### config.mk
export PLATFORM = sky130hd
export DESIGN_NAME = tick_watch_unit
export DESIGN_NICKNAME = d
export VERILOG_FILES = /design/src/rtl/twd_pkg.sv /design/src/rtl/twd_pin_edge.sv /design/src/rtl/twd_prescaler.sv /design/src/rtl/twd_rtc.sv /design/src/rtl/twd_watchdog.sv /design/src/rtl/tick_watch_unit.sv
export SDC_FILE = /design/constraint.sdc
export NUM_CORES = 1
export LEC_CHECK = 0
export CAP_MARGIN = 20
export CORE_ASPECT_RATIO = 0.7
export CORE_UTILIZATION = 59
export CTS_BUF_LIST = sky130_fd_sc_hd__clkbuf_4 sky130_fd_sc_hd__clkbuf_8 sky130_fd_sc_hd__clkbuf_16
export DETAILED_ROUTE_END_ITERATION = 10
export GPL_TIMING_DRIVEN = 0
export PLACE_DENSITY = 0.84
export SLEW_MARGIN = 40
export SYNTH_ARGS = -nofsm -noshare
export SYNTH_HDL_FRONTEND = slang
export SYNTH_SLANG_ARGS = --single-unit
### constraint.sdc
create_clock -name clk -period 8.5 [get_ports clk]
set_clock_uncertainty 0.15 [all_clocks]
set_input_delay 0.85 -clock clk [delete_from_list [all_inputs] [get_ports clk]]
set_output_delay 0.85 -clock clk [all_outputs]
set_load 0.05 [all_outputs]
### src/rtl/twd_pkg.sv
package twd_pkg;

    localparam int CNT_W     = 8;
    localparam int PS_W      = 8;
    localparam int SEL_W     = 3;
    localparam logic [7:0] OPT_RESET = 8'hFF;

    typedef struct packed {
        logic             spare;
        logic             irq_off;
        logic             ext_src;
        logic             fall_edge;
        logic             to_wdt;
        logic [SEL_W-1:0] div_sel;
    } opt_t;

    typedef enum logic [1:0] {
        WDS_ARMED   = 2'd0,
        WDS_TRIP    = 2'd1,
        WDS_EXPIRED = 2'd2
    } wds_e;

endpackage

### src/rtl/twd_pin_edge.sv
module twd_pin_edge #(
    parameter int SYNC_STAGES = 2
) (
    input  logic clk,
    input  logic rst_n,
    input  logic pin,
    input  logic fall_sel,
    output logic edge_pulse
);
    logic [SYNC_STAGES-1:0] stage;
    logic                   prev;

    generate
        for (genvar g = 0; g < SYNC_STAGES; g++) begin : g_sync
            if (g == 0) begin : g_first
                always_ff @(posedge clk or negedge rst_n) begin
                    if (!rst_n) stage[g] <= 1'b0;
                    else        stage[g] <= pin;
                end
            end else begin : g_next
                always_ff @(posedge clk or negedge rst_n) begin
                    if (!rst_n) stage[g] <= 1'b0;
                    else        stage[g] <= stage[g-1];
                end
            end
        end
    endgenerate

    always_ff @(posedge clk or negedge rst_n) begin
        if (!rst_n) prev <= 1'b0;
        else        prev <= stage[SYNC_STAGES-1];
    end

    always_comb begin
        if (fall_sel) edge_pulse = prev & ~stage[SYNC_STAGES-1];
        else          edge_pulse = stage[SYNC_STAGES-1] & ~prev;
    end
endmodule

### src/rtl/twd_prescaler.sv
module twd_prescaler #(
    parameter int PS_W  = 8,
    parameter int SEL_W = 3
) (
    input  logic             clk,
    input  logic             rst_n,
    input  logic             clr,
    input  logic             in_tick,
    input  logic             to_wdt,
    input  logic [SEL_W-1:0] sel,
    output logic             out_tick
);
    localparam int LOG_W = $clog2(PS_W + 2);
    localparam logic [PS_W:0] ONE = 1;

    logic [PS_W-1:0] cnt;
    logic [LOG_W-1:0] shift_amt;
    logic [PS_W:0]   full_mask;
    logic [PS_W-1:0] mask;

    always_comb begin
        if (to_wdt) shift_amt = LOG_W'(sel);
        else        shift_amt = LOG_W'(sel) + LOG_W'(1);
        full_mask = (ONE << shift_amt) - ONE;
        mask      = full_mask[PS_W-1:0];
        out_tick  = in_tick && ((cnt & mask) == mask);
    end

    always_ff @(posedge clk or negedge rst_n) begin
        if (!rst_n)       cnt <= '0;
        else if (clr)     cnt <= '0;
        else if (in_tick) cnt <= cnt + 1'b1;
    end
endmodule

### src/rtl/twd_rtc.sv
module twd_rtc #(
    parameter int CNT_W = 8
) (
    input  logic             clk,
    input  logic             rst_n,
    input  logic             tick,
    input  logic             irq_off,
    output logic [CNT_W-1:0] count,
    output logic             irq
);
    localparam logic [CNT_W-1:0] TOP = '1;

    always_ff @(posedge clk or negedge rst_n) begin
        if (!rst_n) begin
            count <= '0;
            irq   <= 1'b0;
        end else begin
            irq <= tick && (count == TOP) && !irq_off;
            if (tick) count <= count + 1'b1;
        end
    end
endmodule

### src/rtl/twd_watchdog.sv
module twd_watchdog
    import twd_pkg::*;
#(
    parameter int WD_W = 8
) (
    input  logic clk,
    input  logic rst_n,
    input  logic tick,
    input  logic clear,
    output logic reset_req,
    output logic timeout
);
    localparam logic [WD_W-1:0] TOP = '1;

    wds_e            state, state_nx;
    logic [WD_W-1:0] cnt;
    logic            wrap;

    assign wrap = tick && (cnt == TOP);

    always_ff @(posedge clk or negedge rst_n) begin
        if (!rst_n)     cnt <= '0;
        else if (clear) cnt <= '0;
        else if (tick)  cnt <= cnt + 1'b1;
    end

    always_comb begin
        state_nx = state;
        if (clear) begin
            state_nx = WDS_ARMED;
        end else begin
            unique case (state)
                WDS_ARMED:   if (wrap) state_nx = WDS_TRIP;
                WDS_TRIP:    state_nx = wrap ? WDS_TRIP : WDS_EXPIRED;
                WDS_EXPIRED: if (wrap) state_nx = WDS_TRIP;
                default:     state_nx = WDS_ARMED;
            endcase
        end
    end

    always_ff @(posedge clk or negedge rst_n) begin
        if (!rst_n) state <= WDS_ARMED;
        else        state <= state_nx;
    end

    always_comb begin
        reset_req = 1'b0;
        timeout   = 1'b0;
        unique case (state)
            WDS_ARMED:   ;
            WDS_TRIP:    begin reset_req = 1'b1; timeout = 1'b1; end
            WDS_EXPIRED: timeout = 1'b1;
            default:     ;
        endcase
    end
endmodule

### src/rtl/tick_watch_unit.sv
module tick_watch_unit
    import twd_pkg::*;
#(
    parameter int RTC_W       = twd_pkg::CNT_W,
    parameter int WD_W        = twd_pkg::CNT_W,
    parameter int PRE_W       = twd_pkg::PS_W,
    parameter int SYNC_STAGES = 2
) (
    input  logic             clk,
    input  logic             rst_n,
    input  logic             opt_we,
    input  logic [7:0]       opt_wdata,
    input  logic             cyc_tick,
    input  logic             core_sleep,
    input  logic             tmr_pin,
    input  logic             slow_tick,
    input  logic             wdt_clear,
    output logic [RTC_W-1:0] rtc_count,
    output logic             rtc_irq,
    output logic             wdt_reset_req,
    output logic             wdt_timeout
);
    opt_t opt_q;
    logic pin_edge, rtc_src, pre_in, pre_out, pre_clr, rtc_tick, wd_tick;

    always_ff @(posedge clk or negedge rst_n) begin
        if (!rst_n)      opt_q <= opt_t'(OPT_RESET);
        else if (opt_we) opt_q <= opt_t'(opt_wdata);
    end

    twd_pin_edge #(.SYNC_STAGES(SYNC_STAGES)) i_edge (
        .clk(clk), .rst_n(rst_n), .pin(tmr_pin),
        .fall_sel(opt_q.fall_edge), .edge_pulse(pin_edge)
    );

    always_comb begin
        rtc_src  = opt_q.ext_src ? pin_edge : (cyc_tick & ~core_sleep);
        pre_in   = opt_q.to_wdt ? slow_tick : rtc_src;
        pre_clr  = opt_we | (wdt_clear & opt_q.to_wdt);
        rtc_tick = opt_q.to_wdt ? rtc_src : pre_out;
        wd_tick  = opt_q.to_wdt ? pre_out : slow_tick;
    end

    twd_prescaler #(.PS_W(PRE_W), .SEL_W(SEL_W)) i_pre (
        .clk(clk), .rst_n(rst_n), .clr(pre_clr), .in_tick(pre_in),
        .to_wdt(opt_q.to_wdt), .sel(opt_q.div_sel), .out_tick(pre_out)
    );

    twd_rtc #(.CNT_W(RTC_W)) i_rtc (
        .clk(clk), .rst_n(rst_n), .tick(rtc_tick), .irq_off(opt_q.irq_off),
        .count(rtc_count), .irq(rtc_irq)
    );

    twd_watchdog #(.WD_W(WD_W)) i_wdt (
        .clk(clk), .rst_n(rst_n), .tick(wd_tick), .clear(wdt_clear),
        .reset_req(wdt_reset_req), .timeout(wdt_timeout)
    );
endmodule

==> key figures <==
Die
  – Starting Density: 0.649
  – # rows: 17
  – Die Area: 3900 um^2
  – Core area: approximately 3300 um^2
  – Die height: 52.5 um
  – I/O pin count: 27
  – Die W: 74.2 um

Timing
  – Max Freq: 264 MHz
  – RSZ-0062 raised after global routing: false
  – Final Hold Viols: 0
  – Setup TNS: 0 ps
  – Endpoints failing setup: 0
  – Rel. slew slack: 0.563
  – Crit share post-route: 0.446
  – Hold Slack: 216 ps
  – Min Tclk post-route: 3790 ps
  – Max-slew violation count: 0
  – Worst-Margin Slew: about 650 ps

Global route
  – Initial antenna violation count: 0
  – Global-route wire length before repair: 7920 um
  – Pin count of the biggest net entering global routing: 26
  – Vias in the first global route: 1676
  – Global route total overflow: 0
  – Total track usage: 0.280

Finish
  – Nets: 274
  – Commonest non-fill, non-tap cells in the layout: dfrtp_1, clkdlybuf4s50_1, nor2_1, o21ai_0
  – Fillers: ~230
  – Multi-input gate area: ~1100 um^2
  – Commonest non-fill, non-tap cell in the layout: dfrtp_1
  – Final Util: 0.773
  – Area growth from synthesis to layout: 19.1%
  – Layout cells sized above 1: 0.124
  – Non-Filler Instances: 297
  – Design area: 2560 um^2
  – FF/Latch Area: 935 um^2
  – Antenna fix cells: 0

Detailed routing
  – Via count: 1809
  – DR vias/cell: ~6.1
  – Routed length per instance: 16.1 um
  – Drc violations: 0
  – Initial drt markers: 201
  – Post-DRT Antenna Nets: 0
  – Drt pass-1 iters: 4
  – Post-Route WL: around 4800 um

Critical path
  – CP cell instances: ha_1 -> or2_2 -> o21ai_0 -> a22oi_1 -> ha_1 -> o2111ai_1 -> a211o_1 -> a311oi_1 -> a31oi_1 -> or4b_1 -> xnor2_1
  – Element type at the critical path end: flip-flop
  – Worst EP required: 8540 ps
  – Most used cell, CP: ha_1
  – Critical Path Max Stage Delay: 590 ps
  – Max stage delay cell, worst path: or4b_1
  – Critical Path Start Type: flip-flop
  – Bufs and invs on worst path: 0
  – Crit Path Category: flip-flop to flip-flop
  – Worst endpoint data arrival time: 3830 ps
  – Worst Path Max Fanout: 7
  – Cell family with most CP delay: compound AO/OA/AOI/OAI gates

Run
  – Max-Cap Viols: 0

Power and ir drop
  – Power per Cell Area: around 200 nW/um^2
  – Leakage power: 1.05 nW
  – Max IR drop VDD: 0.000273 V

Placement
  – DPL Wire Length: 3410 um
  – RePlAce Congestion: 0.908
  – DP Cell Count: 289
  – Placed Area: 2470 um^2
  – PortBufs: 24

Logic synthesis
  – Library cells used by synthesis: 54
  – Async set-reset flop share out of synthesis: 1.00
  – Synth Register Bits: 37
  – Mean post-synth cell area: 9.92 um^2
  – Yosys warns: 0
  – Post-Syn Instances: between 200 and 250
  – Synth Flop Type: dfrtp_1
  – Register area share after synthesis: 0.434
  – Syn_nets: 242
  – EDFF count, synth: 0
  – Netlist Area Pre-Place: 2150 um^2

Clock tree
  – CTS tree: built
  – Hold Buf Count CTS: 0
  – Reg clk slew, reported paths: around 80 ps
  – Clock Latency Late Sink: 300 ps
  – Post-CTS sizing: 0
  – CTS root buf: clkbuf_8
  – Num CTS Buffers: 5
  – Clk sink count: 37
  – Setup Fix Bufs, Post-CTS: 0
  – Clk buf depth: 2
  – Max H-tree Level: 2

Min path
  – Hold Path Class: flip-flop to flip-flop

Outcome
  – Status: finished clean
-- through the flow --
stage | power (mW) | setup slack (ps)
after floorplan | 0.335 | 5170
after global placement | 0.388 | 4810
after detailed placement | 0.394 | 4750
after CTS | 0.527 | 4730
after global routing | 0.550 | 4440
final | 0.526 | 4710
-- worst register-to-register path, cell delays in order (launching register included) --
cell and delay [ps]:
dfstp_2 560, ha_1 250, or2_2 180, o21ai_0 140
a22oi_1 250, ha_1 260, o2111ai_1 200, a211o_1 340
a311oi_1 340, a31oi_1 300, or4b_1 590, xnor2_1 140
-- flip-flops by register name, indices dropped and copies added (netlist names) --
register / count
i_wdt.cnt: 8
opt_q: 7
i_rtc.count: 8
i_pre.cnt: 8
i_edge.stage: 2
i_wdt.state: 2
i_rtc.irq: 1
i_edge.prev: 1
-- final timing paths --
| path | startpoint | end | slack, ps | cells past startpoint |
|---|---|---|---|---|
| worst min-delay path | i_edge.stage[0] | i_edge.stage[1] | 220 | 0 |
| worst max register to register | opt_q[0] | i_rtc.count[6] | 4710 | 11 |
| worst min register to register | i_edge.stage[0] | i_edge.stage[1] | 220 | 0 |
| min in group asynchronous | rst_n | i_wdt.state[0] | 290 | 1 |
| worst max-delay path | opt_q[0] | i_rtc.count[6] | 4710 | 11 |
| max in group asynchronous | rst_n | opt_q[4] | 7400 | 2 |
-- cell type report --
cell class              count  area share
multi-input cells         164       0.445
well taps                  47      0.0229
clock inverters             1     0.00293
inverters                   8      0.0117
repair buffers             25      0.0996
clock buffers               7      0.0351
plain buffers               8      0.0181
flip-flops and latches     37       0.365
-- Yosys cell counts, drive strengths merged, types with 2 or more instances --
library cell   n  area [um^2]
nor3b          5         37.5
dfstp          7          184
mux2i          3         30.0
nand2b         4         25.0
nand4          8         50.1
and3           5         31.3
dfrtp         30          751
nor3           3         15.0
nand3          7         35.0
xnor2          7         61.3
or4            3         22.5
and2b          3         22.5
nor4           3         18.8
nand2          9         33.8
xor2           7         61.3
clkbuf         4         15.0
nor2b          8         50.1
or3            2         12.5
o31ai          3         22.5
a21oi          8         40.0
inv            8         30.0
buf            4         31.3
and2           3         18.8
ha             9          113
a31oi          5         31.3
a2111oi        2         17.5
o21ai         11         55.1
nor2          16         60.1
mux2           8         90.1
-- cell families (layout without fill, tap and decap cells) --
group	count (synthesis)	count (layout)	synth area share
buffers and inverters	16	49	0.0355
muxes	11	11	0.0558
adders and majority gates	9	9	0.0523
xor gates and xnor gates	14	14	0.0570
and+or+nand+nor	86	86	0.229
AOI/OAI and AO/OA	44	44	0.136
DFF	37	37	0.434
-- routing by layer --
layer	up-vias	track usage	part of all wire
met3	12	0.0538	0.069
met1	856	0.393	0.46
met5	-	0	0
li1	865	-	-
met2	76	0.441	0.45
met4	0	0.0801	0.019
-- power breakdown --
group / switching [mW] / internal (mW)
Combinational: 0.103 / 0.0659
Clock: 0.0647 / 0.0691
Sequential: 0.0256 / 0.198
Total: 0.193 / 0.333
Note: power is estimated with default switching activity, not from simulation.
